## src/rtl/spim_pkg.sv

```systemverilog
package spim_pkg;

    localparam int BUS_W       = 32;
    localparam int MAX_BITS    = 16;
    localparam int NARROW_BITS = 8;
    localparam int IDX_W       = $clog2(MAX_BITS);
    localparam int CNT_W       = $clog2(2 * MAX_BITS);

    // register offsets
    localparam int OFS_CTRL   = 'h00;
    localparam int OFS_CFG    = 'h04;
    localparam int OFS_TXD    = 'h08;
    localparam int OFS_RXD    = 'h0C;
    localparam int OFS_CAUSE  = 'h10;
    localparam int OFS_TIMING = 'h18;

    // field positions
    localparam int CTL_ASSERT = 0;
    localparam int CTL_IDX_LO = 2;
    localparam int CFG_WIDE   = 5;
    localparam int CFG_CPOL   = 11;
    localparam int CFG_CPHA   = 12;
    localparam int CFG_TXLSB  = 13;
    localparam int CFG_RXLSB  = 14;
    localparam int TIM_LO     = 6;
    localparam logic [1:0] TIM_RESET = 2'b01;

    typedef struct packed {
        logic rx_lsb;
        logic tx_lsb;
        logic cpha;
        logic cpol;
        logic wide;
    } spim_cfg_t;

    typedef enum logic [1:0] {
        SH_IDLE,
        SH_RUN,
        SH_FLUSH
    } spim_state_t;

    // Maps a word to wire order (bit i = i-th bit on the wire) or back; the
    // mapping is its own inverse. Bits beyond the word size come out zero.
    function automatic logic [MAX_BITS-1:0] wire_order(
        input logic [MAX_BITS-1:0] w,
        input logic                wide,
        input logic                lsb_first
    );
        logic [MAX_BITS-1:0] o;
        int nb;
        nb = wide ? MAX_BITS : NARROW_BITS;
        o  = '0;
        for (int i = 0; i < MAX_BITS; i++) begin
            if (i < nb) begin
                o[i] = lsb_first ? w[i] : w[nb-1-i];
            end
        end
        return o;
    endfunction

endpackage

```

## src/rtl/spim_regs.sv

```systemverilog
module spim_regs
    import spim_pkg::*;
#(
    parameter int ADDR_W   = 5,
    parameter int CS_IDX_W = 3,
    localparam int NUM_CS  = 1 << CS_IDX_W
) (
    input  logic                clk,
    input  logic                rst,
    input  logic [ADDR_W-1:0]   bus_addr,
    input  logic                bus_wr_en,
    input  logic [BUS_W-1:0]    bus_wdata,
    output logic [BUS_W-1:0]    bus_rdata,
    input  logic                busy,
    input  logic                word_done,
    input  logic [MAX_BITS-1:0] rx_word,
    output spim_cfg_t           cfg,
    output logic                late_sample,
    output logic                start,
    output logic [MAX_BITS-1:0] tx_word,
    output logic                cause,
    output logic [NUM_CS-1:0]   cs_n
);

    logic                cs_on;
    logic [CS_IDX_W-1:0] cs_idx;
    logic [1:0]          timing_q;

    logic wr_ctrl, wr_cfg, wr_txd, wr_cause, wr_timing;

    assign wr_ctrl   = bus_wr_en && (bus_addr == ADDR_W'(OFS_CTRL));
    assign wr_cfg    = bus_wr_en && (bus_addr == ADDR_W'(OFS_CFG));
    assign wr_txd    = bus_wr_en && (bus_addr == ADDR_W'(OFS_TXD));
    assign wr_cause  = bus_wr_en && (bus_addr == ADDR_W'(OFS_CAUSE));
    assign wr_timing = bus_wr_en && (bus_addr == ADDR_W'(OFS_TIMING));

    assign start       = wr_txd && !busy;
    assign late_sample = timing_q[1];

    always_ff @(posedge clk) begin
        if (rst) begin
            cs_on    <= 1'b0;
            cs_idx   <= '0;
            cfg      <= '0;
            timing_q <= TIM_RESET;
            tx_word  <= '0;
            cause    <= 1'b0;
        end else begin
            if (wr_ctrl) begin
                cs_on  <= bus_wdata[CTL_ASSERT];
                cs_idx <= bus_wdata[CTL_IDX_LO +: CS_IDX_W];
            end
            if (wr_cfg) begin
                cfg.wide   <= bus_wdata[CFG_WIDE];
                cfg.cpol   <= bus_wdata[CFG_CPOL];
                cfg.cpha   <= bus_wdata[CFG_CPHA];
                cfg.tx_lsb <= bus_wdata[CFG_TXLSB];
                cfg.rx_lsb <= bus_wdata[CFG_RXLSB];
            end
            if (wr_timing) begin
                timing_q <= bus_wdata[TIM_LO +: 2];
            end
            if (start) begin
                tx_word <= bus_wdata[MAX_BITS-1:0];
            end
            if (word_done) begin
                cause <= 1'b1;
            end else if (start || wr_cause) begin
                cause <= 1'b0;
            end
        end
    end

    for (genvar g = 0; g < NUM_CS; g++) begin : g_cs
        assign cs_n[g] = !(cs_on && (cs_idx == CS_IDX_W'(g)));
    end

    always_comb begin
        bus_rdata = '0;
        if (bus_addr == ADDR_W'(OFS_CTRL)) begin
            bus_rdata[CTL_ASSERT]               = cs_on;
            bus_rdata[CTL_IDX_LO +: CS_IDX_W]   = cs_idx;
        end else if (bus_addr == ADDR_W'(OFS_CFG)) begin
            bus_rdata[CFG_WIDE]  = cfg.wide;
            bus_rdata[CFG_CPOL]  = cfg.cpol;
            bus_rdata[CFG_CPHA]  = cfg.cpha;
            bus_rdata[CFG_TXLSB] = cfg.tx_lsb;
            bus_rdata[CFG_RXLSB] = cfg.rx_lsb;
        end else if (bus_addr == ADDR_W'(OFS_TXD)) begin
            bus_rdata[MAX_BITS-1:0] = tx_word;
        end else if (bus_addr == ADDR_W'(OFS_RXD)) begin
            bus_rdata[MAX_BITS-1:0] = rx_word;
        end else if (bus_addr == ADDR_W'(OFS_CAUSE)) begin
            bus_rdata[0] = cause;
        end else if (bus_addr == ADDR_W'(OFS_TIMING)) begin
            bus_rdata[TIM_LO +: 2] = timing_q;
        end
    end

endmodule

```

## src/rtl/spim_shifter.sv

```systemverilog
module spim_shifter
    import spim_pkg::*;
(
    input  logic                clk,
    input  logic                rst,
    input  logic                sck_en,
    input  logic                start,
    input  spim_cfg_t           cfg_live,
    input  logic                late_live,
    input  logic [MAX_BITS-1:0] tx_word,
    input  logic                miso,
    output logic                sck,
    output logic                mosi,
    output logic                busy,
    output logic                word_done,
    output logic [MAX_BITS-1:0] rx_word
);

    spim_state_t         state;
    spim_cfg_t           cfg_s;
    logic                late_s;
    logic [CNT_W-1:0]    edge_cnt;
    logic                sck_ph;
    logic [MAX_BITS-1:0] tx_sr;
    logic [MAX_BITS-1:0] rx_bits, rx_bits_d;
    logic                pend;
    logic [IDX_W-1:0]    pend_idx;

    logic             run_edge, leading, samp_edge, launch_edge, last_edge;
    logic             cap_now;
    logic [IDX_W-1:0] cap_idx;
    logic [CNT_W-1:0] last_cnt;
    logic [MAX_BITS-1:0] start_ord;

    assign busy      = (state != SH_IDLE);
    assign word_done = (state == SH_FLUSH);
    assign sck       = busy ? (cfg_s.cpol ^ sck_ph) : cfg_live.cpol;

    assign last_cnt    = cfg_s.wide ? CNT_W'(2 * MAX_BITS - 1) : CNT_W'(2 * NARROW_BITS - 1);
    assign run_edge    = (state == SH_RUN) && sck_en;
    assign leading     = !edge_cnt[0];
    assign last_edge   = (edge_cnt == last_cnt);
    assign samp_edge   = cfg_s.cpha ? !leading : leading;
    assign launch_edge = cfg_s.cpha ? leading : (!leading && !last_edge);

    assign start_ord = wire_order(tx_word, cfg_live.wide, cfg_live.tx_lsb);

    assign cap_now = pend || (run_edge && samp_edge && !late_s);
    assign cap_idx = pend ? pend_idx : edge_cnt[CNT_W-1:1];

    always_comb begin
        rx_bits_d = rx_bits;
        if (cap_now) begin
            rx_bits_d[cap_idx] = miso;
        end
    end

    always_ff @(posedge clk) begin
        if (rst) begin
            state    <= SH_IDLE;
            cfg_s    <= '0;
            late_s   <= 1'b0;
            edge_cnt <= '0;
            sck_ph   <= 1'b0;
            tx_sr    <= '0;
            mosi     <= 1'b0;
            rx_bits  <= '0;
            pend     <= 1'b0;
            pend_idx <= '0;
            rx_word  <= '0;
        end else begin
            rx_bits <= rx_bits_d;
            pend    <= 1'b0;
            unique case (state)
                SH_IDLE: begin
                    if (start) begin
                        state    <= SH_RUN;
                        cfg_s    <= cfg_live;
                        late_s   <= late_live;
                        edge_cnt <= '0;
                        sck_ph   <= 1'b0;
                        mosi     <= start_ord[0];
                        tx_sr    <= cfg_live.cpha ? start_ord : (start_ord >> 1);
                    end
                end
                SH_RUN: begin
                    if (sck_en) begin
                        sck_ph   <= !sck_ph;
                        edge_cnt <= edge_cnt + 1'b1;
                        if (launch_edge) begin
                            mosi  <= tx_sr[0];
                            tx_sr <= tx_sr >> 1;
                        end
                        if (samp_edge && late_s) begin
                            pend     <= 1'b1;
                            pend_idx <= edge_cnt[CNT_W-1:1];
                        end
                        if (last_edge) begin
                            state <= SH_FLUSH;
                        end
                    end
                end
                SH_FLUSH: begin
                    state   <= SH_IDLE;
                    rx_word <= wire_order(rx_bits_d, cfg_s.wide, cfg_s.rx_lsb);
                end
                default: state <= SH_IDLE;
            endcase
        end
    end

endmodule

```

## src/rtl/spim_core.sv

```systemverilog
module spim_core
    import spim_pkg::*;
#(
    parameter int ADDR_W   = 5,
    parameter int CS_IDX_W = 3,
    localparam int NUM_CS  = 1 << CS_IDX_W
) (
    input  logic              clk,
    input  logic              rst,
    input  logic [ADDR_W-1:0] bus_addr,
    input  logic              bus_wr_en,
    input  logic [BUS_W-1:0]  bus_wdata,
    output logic [BUS_W-1:0]  bus_rdata,
    input  logic              sck_en,
    output logic              sck,
    output logic              mosi,
    input  logic              miso,
    output logic [NUM_CS-1:0] cs_n
);

    spim_cfg_t           cfg;
    logic                late_sample;
    logic                start;
    logic [MAX_BITS-1:0] tx_word;
    logic [MAX_BITS-1:0] rx_word;
    logic                shf_busy;
    logic                shf_done;
    logic                irq_cause;

    spim_regs #(
        .ADDR_W   (ADDR_W),
        .CS_IDX_W (CS_IDX_W)
    ) u_regs (
        .clk         (clk),
        .rst         (rst),
        .bus_addr    (bus_addr),
        .bus_wr_en   (bus_wr_en),
        .bus_wdata   (bus_wdata),
        .bus_rdata   (bus_rdata),
        .busy        (shf_busy),
        .word_done   (shf_done),
        .rx_word     (rx_word),
        .cfg         (cfg),
        .late_sample (late_sample),
        .start       (start),
        .tx_word     (tx_word),
        .cause       (irq_cause),
        .cs_n        (cs_n)
    );

    spim_shifter u_shifter (
        .clk       (clk),
        .rst       (rst),
        .sck_en    (sck_en),
        .start     (start),
        .cfg_live  (cfg),
        .late_live (late_sample),
        .tx_word   (bus_wdata[MAX_BITS-1:0]),
        .miso      (miso),
        .sck       (sck),
        .mosi      (mosi),
        .busy      (shf_busy),
        .word_done (shf_done),
        .rx_word   (rx_word)
    );

endmodule

```

## config.mk

```make
export PLATFORM = sky130hd
export DESIGN_NAME = spim_core
export DESIGN_NICKNAME = d
export VERILOG_FILES = /design/src/rtl/spim_pkg.sv /design/src/rtl/spim_regs.sv /design/src/rtl/spim_shifter.sv /design/src/rtl/spim_core.sv
export SDC_FILE = /design/constraint.sdc
export NUM_CORES = 1
export LEC_CHECK = 0
export BUFFER_PORTS_ARGS = -buffer_cell sky130_fd_sc_hd__buf_2
export CAP_MARGIN = 20
export CORE_ASPECT_RATIO = 1.75
export CORE_UTILIZATION = 58
export CTS_CLUSTER_SIZE = 16
export DETAILED_ROUTE_END_ITERATION = 12
export PLACE_DENSITY_LB_ADDON = 0.3
export SETUP_SLACK_MARGIN = 0.3
export SYNTH_ARGS = -nofsm -noshare
export SYNTH_HDL_FRONTEND = slang
export SYNTH_SLANG_ARGS = --single-unit
export TNS_END_PERCENT = 1
```

## constraint.sdc

```tcl
create_clock -name clk -period 2.45 [get_ports clk]
set_input_delay 0.245 -clock clk [delete_from_list [all_inputs] [get_ports clk]]
set_output_delay 0.245 -clock clk [all_outputs]
set_load 0.02 [all_outputs]
```

==> results.txt <==
worst hold-check path type: input pin to flop
worst endpoint required time: 2.73 ns
CP max stage delay: 0.60 ns
Die Ht: 132 microns
Syn Area/Cell: 8.55 sq um
# placed instances: 798
Max-Cap Viols: 0
initial core utilization: 0.594
status: finished, final reports clean
Post-Synthesis Cells: 658
buffers added on ports: 51
fin cells: 814
setup TNS: 0 ns
DP HPWL: 10,900 microns
cell taking the most area after synthesis: dfxtp_1
crit path cell chain: buf_4 -> nand2b_1 -> or3b_2 -> nor2_2 -> o21ai_0 -> o211ai_1
clock root buffer: clkbuf_16
Synth top area share: 0.338
core area: 9470 sq um
Final min period: 2.07 ns
worst slew pin tran: 0.693 ns
Power Density: 505 nW/um^2
CTS Buf Count: 9
gr ovfl total: 0
via count: 5,133
number of flops mapped to enable cells by yosys: 0
# setup viols final: 0
worst setup margin: 0.377 ns
CP top delay family: simple AND/OR/NAND/NOR gates
Tot GR Track Use: 0.302
Power Total: 3.12 mW
drt first pass iters: 6
Clock Path Buffers: 2
drt drc: 0
Antenna Diode Count: 0
number of global-route vias before repair: 4,890
synth top area cells: dfxtp_1 (34%), nand2_1 (5.7%), mux2i_1 (5.7%)
share of layout cells above drive strength 1: 0.214
synth warn: 0
antenna violations before repair: 0
Reg clk slew, reported paths: 0.07 ns
Routed Antenna Nets: 0
number of I/O pins: 84
largest net degree at the start of global routing: 57
H-tree depth: 3
most frequent cell after synthesis: dfxtp_1
flops & latches, synth: 95
first-pass GRT wire length: 24,100 microns
Die ar.: 10,100 sq um
WS Path Type: flop to flop
Commonest cells post-synth: dfxtp_1 (95), nand2_1 (86), nor2_1 (73), mux2i_1 (32)
max frequency: 0.482 GHz
WL/cell: 18.5 microns
initial DRC count: 343
Final Hold Violating Endpoints: 0
Crit path buffers/inverters: 1
Arr. time, crit path: 2.35 ns
post-CTS resize count: 0
TritonCTS clock tree: yes
fin. max-slew vios: 0
Worst slew margin: 0.538
Routed WL: 15,100 microns
peak fanout along the critical path: 11
row count: 47
clock sinks: 95
Horiz. Die Dim: 76.4 microns
Vias per Instance: 6.31
period utilization: 0.846
routability cong.: 0.945
Yosys cell types: 63
worst vdd ir: 0.000513 V
hold_buf cts: 0
startpoint types: flop
postcts setup bufs: 0
ys flop type: dfxtp_1
NumNets Final: 730
clock skew: 0.00550 ns
Area Growth Syn to Fin: 9.79%
RSZ-0062 raised after global routing: true
Cell Area, Synth: 5630 sq um
sequential area share after synthesis: 0.338
ys async rst share: 0
dpl ws: 0.414 ns
leakage power: 2.21 nW
worst skew pair latency: 0.35 ns
CP max-delay cell: or3b_2
Crit. End Element: flop
==> metal layers <==
metal / up-vias / wire, microns / global-route usage
met3: 45 / 643 / 0.0450
met5: - / 0 / 0
met1: 2439 / 5610 / 0.324
met2: 205 / 8010 / 0.541
met4: 0 / 792 / 0.200
li1: 2444 / - / -
==> cells by family after synthesis <==
logic type	synth area share
multiplexers	0.127
adder cells (fa/ha/maj)	0.00222
buffers and inverters	0.0845
other	0.000667
flip-flops	0.338
AND/OR/NAND/NOR	0.226
AO/OA/AOI/OAI	0.211
XOR/XNOR	0.0107
==> worst min-delay path: stages <==
cell and delay, ns:
buf_2 0.12, nand2_1 0.05, a21oi_1 0.05
==> final cells by class <==
cell class,instances,area (sq um)
tap,122,153
timing repair buffer,80,489
clock buffer,13,260
sequential,95,1900
fill,814,3290
inverter,9,33.8
clock inverter,3,17.5
multi-input combinational,492,3320
==> metrics by stage <==
stage / hold slack, ns / instance area (sq um) / util
3_3_place_gp: 0.439 / 5880 / 0.621
2_1_floorplan: 0.381 / 5680 / -
6_report: 0.171 / 6180 / 0.652
4_1_cts: 0.165 / 6160 / 0.651
5_1_grt: 0.187 / 6180 / 0.652
3_5_place_dp: 0.445 / 5890 / 0.622
==> state kept, by name, summed over array words and instances (netlist names), 2 cells and up <==
register	count
u_regs.cs_idx	3
u_shifter.pend_idx	4
u_shifter.cfg_s	4
u_shifter.rx_word	16
u_regs.tx_word	16
u_shifter.tx_sr	16
u_regs.cfg	5
u_shifter.state	2
u_regs.timing_q	2
u_shifter.edge_cnt	5
u_shifter.rx_bits	16
==> cell usage in the layout (no fill, tap or decap), drive strengths merged, types with 4 or more instances in the layout <==
| master | synthesis | layout |
|---|---|---|
| a211oi | 4 | 4 |
| a21oi | 26 | 26 |
| a22oi | 10 | 10 |
| a311oi | 8 | 8 |
| a31oi | 11 | 11 |
| buf | 53 | 80 |
| clkbuf | 24 | 13 |
| conb | 1 | 16 |
| dfxtp | 95 | 95 |
| inv | 9 | 9 |
| mux2 | 17 | 17 |
| mux2i | 32 | 32 |
| mux4 | 9 | 9 |
| nand2 | 86 | 86 |
| nand2b | 14 | 14 |
| nand3 | 14 | 14 |
| nand4 | 4 | 4 |
| nor2 | 74 | 74 |
| nor2b | 7 | 7 |
| nor3 | 15 | 15 |
| nor3b | 6 | 6 |
| nor4 | 19 | 19 |
| nor4b | 8 | 8 |
| o211ai | 12 | 12 |
| o21ai | 21 | 21 |
| o21ba | 8 | 8 |
| o221ai | 6 | 6 |
| o311a | 12 | 12 |
| o311ai | 4 | 4 |
| o31a | 9 | 9 |
| o32ai | 7 | 7 |
| or4 | 4 | 4 |
==> where the power goes <==
group          switching [mW]  total [mW]  internal (mW)  leakage [nW]
Sequential            0.00673        1.56           1.55         0.765
Combinational           0.156       0.233         0.0766          1.31
Clock                   0.584        1.32          0.741         0.136
==> path summary, 6_finish.rpt <==
path                 startpoint                     to  slack [ns]  depth (start not counted)
max          u_shifter.state[0]  u_shifter.rx_word[14]        0.38                          6
min               bus_wdata[14]     u_regs.tx_word[14]        0.17                          3
max reg2reg  u_shifter.state[0]  u_shifter.rx_word[14]        0.38                          6
min reg2reg   u_regs.tx_word[7]      u_regs.tx_word[7]        0.45                          2
No activity file was read; power rests on OpenSTA's default activity.
